===== config.mk =====
export PLATFORM = sky130hd
export DESIGN_NAME = xrom_read_bridge
export DESIGN_NICKNAME = d
export VERILOG_FILES = /design/src/rtl/xrb_pkg.sv /design/src/rtl/xrb_decode.sv /design/src/rtl/xrb_seq.sv /design/src/rtl/xrb_pack.sv /design/src/rtl/xrom_read_bridge.sv
export SDC_FILE = /design/constraint.sdc
export NUM_CORES = 1
export LEC_CHECK = 0
export ABC_AREA = 1
export BUFFER_PORTS_ARGS = -buffer_cell sky130_fd_sc_hd__buf_2
export CORE_MARGIN = 2
export CORE_UTILIZATION = 45
export CTS_BUF_LIST = sky130_fd_sc_hd__clkbuf_8
export CTS_CLUSTER_SIZE = 8
export DETAILED_ROUTE_END_ITERATION = 8
export GPL_TIMING_DRIVEN = 0
export PLACE_DENSITY = 0.76
export REMOVE_ABC_BUFFERS = 1
export SLEW_MARGIN = 20
export SYNTH_ARGS = -nofsm -noshare
export SYNTH_HDL_FRONTEND = slang
export SYNTH_SLANG_ARGS = --single-unit

===== constraint.sdc =====
create_clock -name clk -period 4.4 [get_ports clk]
set_input_delay 0.88 -clock clk [delete_from_list [all_inputs] [get_ports clk]]
set_output_delay 0.88 -clock clk [all_outputs]
set_load 0.01 [all_outputs]

===== src/rtl/xrb_pkg.sv =====
package xrb_pkg;

   localparam logic [3:0] CMD_MEM_RD      = 4'b0110;
   localparam logic [3:0] CMD_MEM_RD_MULT = 4'b1100;
   localparam logic [3:0] CMD_MEM_RD_LINE = 4'b1110;

   typedef enum logic [1:0] {
      ST_IDLE  = 2'd0,
      ST_FETCH = 2'd1,
      ST_DONE  = 2'd2
   } xrb_state_e;

   function automatic logic xrb_is_mem_read(input logic [3:0] cmd);
      return (cmd == CMD_MEM_RD) || (cmd == CMD_MEM_RD_MULT) ||
             (cmd == CMD_MEM_RD_LINE);
   endfunction

endpackage


===== src/rtl/xrb_decode.sv =====
module xrb_decode
   import xrb_pkg::*;
#(
   parameter int ADDR_W   = 32,
   parameter int WIN_BITS = 20
) (
   input  logic                cfg_mem_en,
   input  logic [ADDR_W-1:0]   cfg_bar,
   input  logic [ADDR_W-1:0]   addr,
   input  logic [3:0]          cmd,
   output logic                hit,
   output logic [WIN_BITS-1:0] offset
);

   localparam int TAG_W = ADDR_W - WIN_BITS;

   generate
      if (WIN_BITS < 2 || TAG_W < 1) begin : g_bad_window
         $error("xrb_decode: window must leave room for a base tag");
      end
   endgenerate

   logic [ADDR_W-1:0] base_full;
   logic [ADDR_W-1:0] diff;
   logic              in_window;
   logic              enabled;
   logic              unused_bar_bits;

   assign base_full       = {cfg_bar[ADDR_W-1:WIN_BITS], {WIN_BITS{1'b0}}};
   assign diff            = addr - base_full;
   assign in_window       = (diff[ADDR_W-1:WIN_BITS] == '0);
   assign enabled         = cfg_mem_en & cfg_bar[0];
   assign hit             = enabled & in_window & xrb_is_mem_read(cmd);
   assign offset          = diff[WIN_BITS-1:0];
   assign unused_bar_bits = ^cfg_bar[WIN_BITS-1:1];

endmodule


===== src/rtl/xrb_seq.sv =====
module xrb_seq
   import xrb_pkg::*;
#(
   parameter int CNT_W = 4,
   parameter int LANES = 4,
   parameter int OFF_W = 18,
   localparam int LANE_W = $clog2(LANES)
) (
   input  logic              clk,
   input  logic              rst_n,
   input  logic              start,
   input  logic [CNT_W-1:0]  access_clks,
   input  logic [OFF_W-1:0]  word_off,
   input  logic              burst,
   output logic              busy,
   output logic              fetching,
   output logic              done,
   output logic              stop,
   output logic              capture,
   output logic [LANE_W-1:0] lane,
   output logic [OFF_W-1:0]  off_q
);

   localparam logic [LANE_W-1:0] LAST_LANE = LANE_W'(LANES - 1);

   generate
      if (LANES < 2 || (1 << LANE_W) != LANES) begin : g_bad_lanes
         $error("xrb_seq: lane count must be a power of two of at least 2");
      end
      if (CNT_W < 1) begin : g_bad_cnt
         $error("xrb_seq: count width must be at least 1");
      end
   endgenerate

   xrb_state_e        state_q;
   logic [CNT_W-1:0]  cnt_q;
   logic [CNT_W-1:0]  lim_q;
   logic [CNT_W-1:0]  lim_d;
   logic [LANE_W-1:0] lane_q;
   logic              burst_q;
   logic              last_clk;

   assign lim_d    = (access_clks == '0) ? '0 : access_clks - 1'b1;
   assign last_clk = (cnt_q == lim_q);

   always_ff @(posedge clk) begin
      if (!rst_n) begin
         state_q <= ST_IDLE;
         cnt_q   <= '0;
         lim_q   <= '0;
         lane_q  <= '0;
         off_q   <= '0;
         burst_q <= 1'b0;
      end else begin
         case (state_q)
            ST_IDLE: begin
               if (start) begin
                  state_q <= ST_FETCH;
                  cnt_q   <= '0;
                  lim_q   <= lim_d;
                  lane_q  <= '0;
                  off_q   <= word_off;
                  burst_q <= burst;
               end
            end
            ST_FETCH: begin
               if (last_clk) begin
                  cnt_q <= '0;
                  if (lane_q == LAST_LANE) begin
                     state_q <= ST_DONE;
                  end else begin
                     lane_q <= lane_q + 1'b1;
                  end
               end else begin
                  cnt_q <= cnt_q + 1'b1;
               end
            end
            ST_DONE: begin
               state_q <= ST_IDLE;
               burst_q <= 1'b0;
            end
            default: state_q <= ST_IDLE;
         endcase
      end
   end

   assign busy     = (state_q != ST_IDLE);
   assign fetching = (state_q == ST_FETCH);
   assign done     = (state_q == ST_DONE);
   assign stop     = done & burst_q;
   assign capture  = fetching & last_clk;
   assign lane     = lane_q;

endmodule


===== src/rtl/xrb_pack.sv =====
module xrb_pack #(
   parameter int LANES  = 4,
   parameter int BYTE_W = 8,
   parameter bit LITTLE = 1'b1,
   localparam int LANE_W = $clog2(LANES),
   localparam int WORD_W = LANES * BYTE_W
) (
   input  logic              clk,
   input  logic              rst_n,
   input  logic              capture,
   input  logic [LANE_W-1:0] lane,
   input  logic [BYTE_W-1:0] din,
   output logic [WORD_W-1:0] word
);

   generate
      for (genvar i = 0; i < LANES; i++) begin : g_lane
         logic [BYTE_W-1:0] byte_q;

         always_ff @(posedge clk) begin
            if (!rst_n) begin
               byte_q <= '0;
            end else if (capture && (lane == LANE_W'(i))) begin
               byte_q <= din;
            end
         end

         if (LITTLE) begin : g_le
            assign word[i*BYTE_W +: BYTE_W] = byte_q;
         end else begin : g_be
            assign word[(LANES-1-i)*BYTE_W +: BYTE_W] = byte_q;
         end
      end
   endgenerate

endmodule


===== src/rtl/xrom_read_bridge.sv =====
module xrom_read_bridge
   import xrb_pkg::*;
#(
   parameter int ADDR_W    = 32,
   parameter int WIN_BITS  = 20,
   parameter int ROM_DW    = 8,
   parameter int DATA_W    = 32,
   parameter int CNT_W     = 4,
   parameter bit LITTLE_EN = 1'b1
) (
   input  logic                clk,
   input  logic                rst_n,
   input  logic                cfg_mem_en,
   input  logic [ADDR_W-1:0]   cfg_rom_bar,
   input  logic [CNT_W-1:0]    cfg_access_clks,
   input  logic                req_start,
   input  logic [ADDR_W-1:0]   req_addr,
   input  logic [3:0]          req_cmd,
   input  logic                req_burst,
   output logic                tgt_claim,
   output logic                tgt_ready,
   output logic                tgt_stop,
   output logic [DATA_W-1:0]   tgt_rdata,
   output logic [WIN_BITS-1:0] rom_addr,
   input  logic [ROM_DW-1:0]   rom_data,
   output logic                rom_cs_n,
   output logic                rom_oe_n,
   output logic                rom_we_n
);

   localparam int LANES  = DATA_W / ROM_DW;
   localparam int LANE_W = $clog2(LANES);
   localparam int OFF_W  = WIN_BITS - LANE_W;

   generate
      if (DATA_W % ROM_DW != 0) begin : g_bad_ratio
         $error("xrom_read_bridge: bus width must be a multiple of ROM width");
      end
      if (OFF_W < 1) begin : g_bad_off
         $error("xrom_read_bridge: window too small for the lane count");
      end
   endgenerate

   logic                hit;
   logic [WIN_BITS-1:0] offset;
   logic                busy;
   logic                fetching;
   logic                done;
   logic                stop;
   logic                capture;
   logic [LANE_W-1:0]   lane;
   logic [OFF_W-1:0]    off_q;
   logic                unused_offset_low;

   xrb_decode #(
      .ADDR_W   (ADDR_W),
      .WIN_BITS (WIN_BITS)
   ) i_decode (
      .cfg_mem_en (cfg_mem_en),
      .cfg_bar    (cfg_rom_bar),
      .addr       (req_addr),
      .cmd        (req_cmd),
      .hit        (hit),
      .offset     (offset)
   );

   xrb_seq #(
      .CNT_W (CNT_W),
      .LANES (LANES),
      .OFF_W (OFF_W)
   ) i_seq (
      .clk         (clk),
      .rst_n       (rst_n),
      .start       (req_start & hit),
      .access_clks (cfg_access_clks),
      .word_off    (offset[WIN_BITS-1:LANE_W]),
      .burst       (req_burst),
      .busy        (busy),
      .fetching    (fetching),
      .done        (done),
      .stop        (stop),
      .capture     (capture),
      .lane        (lane),
      .off_q       (off_q)
   );

   xrb_pack #(
      .LANES  (LANES),
      .BYTE_W (ROM_DW),
      .LITTLE (LITTLE_EN)
   ) i_pack (
      .clk     (clk),
      .rst_n   (rst_n),
      .capture (capture),
      .lane    (lane),
      .din     (rom_data),
      .word    (tgt_rdata)
   );

   assign unused_offset_low = ^offset[LANE_W-1:0];

   assign tgt_claim = busy;
   assign tgt_ready = done;
   assign tgt_stop  = stop;
   assign rom_addr  = {off_q, lane};
   assign rom_cs_n  = ~fetching;
   assign rom_oe_n  = ~fetching;
   assign rom_we_n  = 1'b1;

endmodule


==> summary.txt <==
Worst hold path
  • Worst Hold Class: flop to flop

Routing
  • Via density: 4.67
  • DRT iter0 DRCs: 117
  • Routed wire length: 8220 um
  • DR WL/cell: 11.0 um
  • 1st-pass router iterations: 4
  • DR vias: 3486
  • Residual DRC count: 0
  • Routed Antenna Nets: 0

CTS
  • Clock-pin slew on the worst setup and hold paths: 0.07 ns
  • CTS Buf Count: 9
  • Clock Latency Late Sink: 0.33 ns
  • CTS H-tree lvls: 3
  • CTS root buf: clkbuf_8
  • Post-CTS Hold Fix Bufs: 0
  • CTS Buffer Depth: 2
  • Setup Buffers After CTS: 0
  • CTS resizes: 0
  • CTS tree: built
  • Clock Sinks: 63

Floorplanning
  • Total core area: 7250 um2
  • Die height: 90.7 um
  • Initial core utilization: 46.7%
  • Row count: 31
  • Die X: 90.7 um
  • Die area: 8230 um2
  • # IOs: 143

Job
  • Max-cap violation count: 0

Critical path
  • WP data required: 4.62 ns
  • Crit. End Element: flop
  • CP arrival: 3.13 ns
  • Worst R2R Setup Slack: 2.22 ns
  • Crit Path Class: primary input to flop
  • Worst setup SP type: primary input
  • CP Max Fanout: 55

Placement
  • Number of port buffers: 120
  • GP Congestion: 0.876
  • Hpwl dp: 6150 um

STA
  • Finish-stage setup viols: 0
  • Period Utilization, post-route: 66.2%
  • Worst Max-Slew Pin Slew: 0.916 ns
  • Total negative slack: 0 ns
  • Worst Skew: 0.00707 ns
  • Slew margin rel.: 38.9%
  • Fmax: 344 MHz
  • Fin. Hold Viols: 0
  • Final min period: 2.91 ns
  • Pins over their slew limit: 0
  • RSZ-0062 raised after global routing: false

Cells and area
  • Final nets: 744
  • Commonest non-fill, non-tap cell in the layout: nor2_1
  • Most frequent cells in the layout: 135 x nor2_1, 120 x buf_2, 109 x nand2_1
  • Area grow syn2layout: 25.4%
  • Ant diodes: 0
  • Layout cells sized above 1: 24.7%

Pwr
  • Power per cell area: 300 nW/um2
  • Total power: 1270 uW
  • Worst vdd ir: 338 uV
  • Leak Pwr: 0.00240 uW

Logic synthesis
  • Mean Syn Cell Area: 6.45 um2
  • Post-synthesis cell type count: 28
  • Synth Register Bits: 63
  • Yosys warns: 0
  • Mapped Area: 3390 um2
  • Post-Synthesis Cells: 525
  • Sequential share of the synthesized area: 37.3%

Global route
  • Vias in the first global route: 3271
  • Total gr overflow: 0
  • Initial antenna violation count: 0
  • First-pass GRT wire length: 13600 um
  • Global-route usage over all layers: 20.0%
  • Largest net degree at the start of global routing: 60

Status
  • Outcome: finished clean
per-layer routing:
metal	routed length, um	vias up	track usage, %
met4	231	0	9.74
li1	-	1835	-
met5	0	-	0
met2	4150	102	36.6
met1	3420	1530	22.1
met3	415	19	3.34
cell families (layout without fill, tap and decap cells):
logic type / after synthesis / count (layout) / share of synthesized area, %
xor+xnor: 6 / 6 / 1.55
compound gates: 57 / 57 / 8.91
buf+inv: 96 / 219 / 11.8
simple gates: 286 / 286 / 34.5
other cells: 1 / 1 / 0.111
flops: 63 / 63 / 37.3
fa+ha+maj: 16 / 16 / 5.91
through the flow:
step / worst slack (ns) / util (%) / instances / area [um2] / hold WS, ns
floorplan: 1.62 / - / 512 / 3300 / 0.473
global route: 1.24 / 58.5 / 747 / 4250 / 0.505
global placement: 1.19 / 55.5 / 731 / 4020 / 0.459
detailed placement: 1.13 / 55.5 / 731 / 4020 / 0.468
CTS: 1.48 / 58.5 / 747 / 4250 / 0.486
finish: 1.49 / 58.5 / 747 / 4250 / 0.481
final cells by class:
type	instances	area, um2
clock inverter	7	97.6
inverter	83	312
timing repair buffer	120	601
fill	715	3010
sequential	63	1260
multi-input combinational	366	1730
tap	99	124
clock buffer	9	124
power breakdown:
| group | switching [uW] | leakage (uW) | internal, uW |
|---|---|---|---|
| Combinational | 90.7 | 0.00178 | 60.7 |
| Clock | 232 | 0.000111 | 321 |
| Sequential | 0.0120 | 0.000507 | 570 |
| Total | 323 | 0.00240 | 951 |
synthesized netlist by cell type, drive strengths merged:
master	n	area [um2]
conb	1	3.75
buf	9	71.3
clkbuf	4	15.0
nor2	139	532
ha	16	200
o21bai	1	7.51
a21o	1	7.51
nand3	21	123
a21boi	3	22.5
xor2	6	52.6
dfxtp	63	1260
nand2	120	478
nand3b	1	7.51
o21ai	41	205
inv	83	312
nand4	3	18.8
nor3	2	10.0
a21oi	11	58.8
worst max-delay path, stage by stage:
cell     delay (ns)
buf_2          0.07
inv_1          0.03
ha_1           0.34
a21oi_1        0.27
nand3_1        0.16
nand2_1        0.08
nand2_1        0.04
nor2_1         0.10
nand2_1        0.07
nor2_2         0.12
nand3_4        0.48
o21ai_1        0.39
nor2_1         0.06
registers in the layout, indices dropped and copies added (netlist names):
name / flops
i_seq.state_q: 2
i_pack.g_lane.byte_q: 32
i_seq.cnt_q: 4
i_seq.off_q: 18
i_seq.lim_q: 4
i_seq.burst_q: 1
i_seq.lane: 2
path summary, 6_finish.rpt:
kind | start | end | depth (start not counted)
worst max register to register | i_seq.state_q[1]$_SDFFE_PN0P_ | i_seq.burst_q$_SDFFE_PN0P_ | 12
worst max-delay path | cfg_rom_bar[25] | i_seq.burst_q$_SDFFE_PN0P_ | 13
worst min-delay path | i_pack.g_lane[1].byte_q[3]$_SDFFE_PN0P_ | i_pack.g_lane[1].byte_q[3]$_SDFFE_PN0P_ | 2
worst min register to register | i_pack.g_lane[1].byte_q[3]$_SDFFE_PN0P_ | i_pack.g_lane[1].byte_q[3]$_SDFFE_PN0P_ | 2
(Power assumes the default switching activity.)
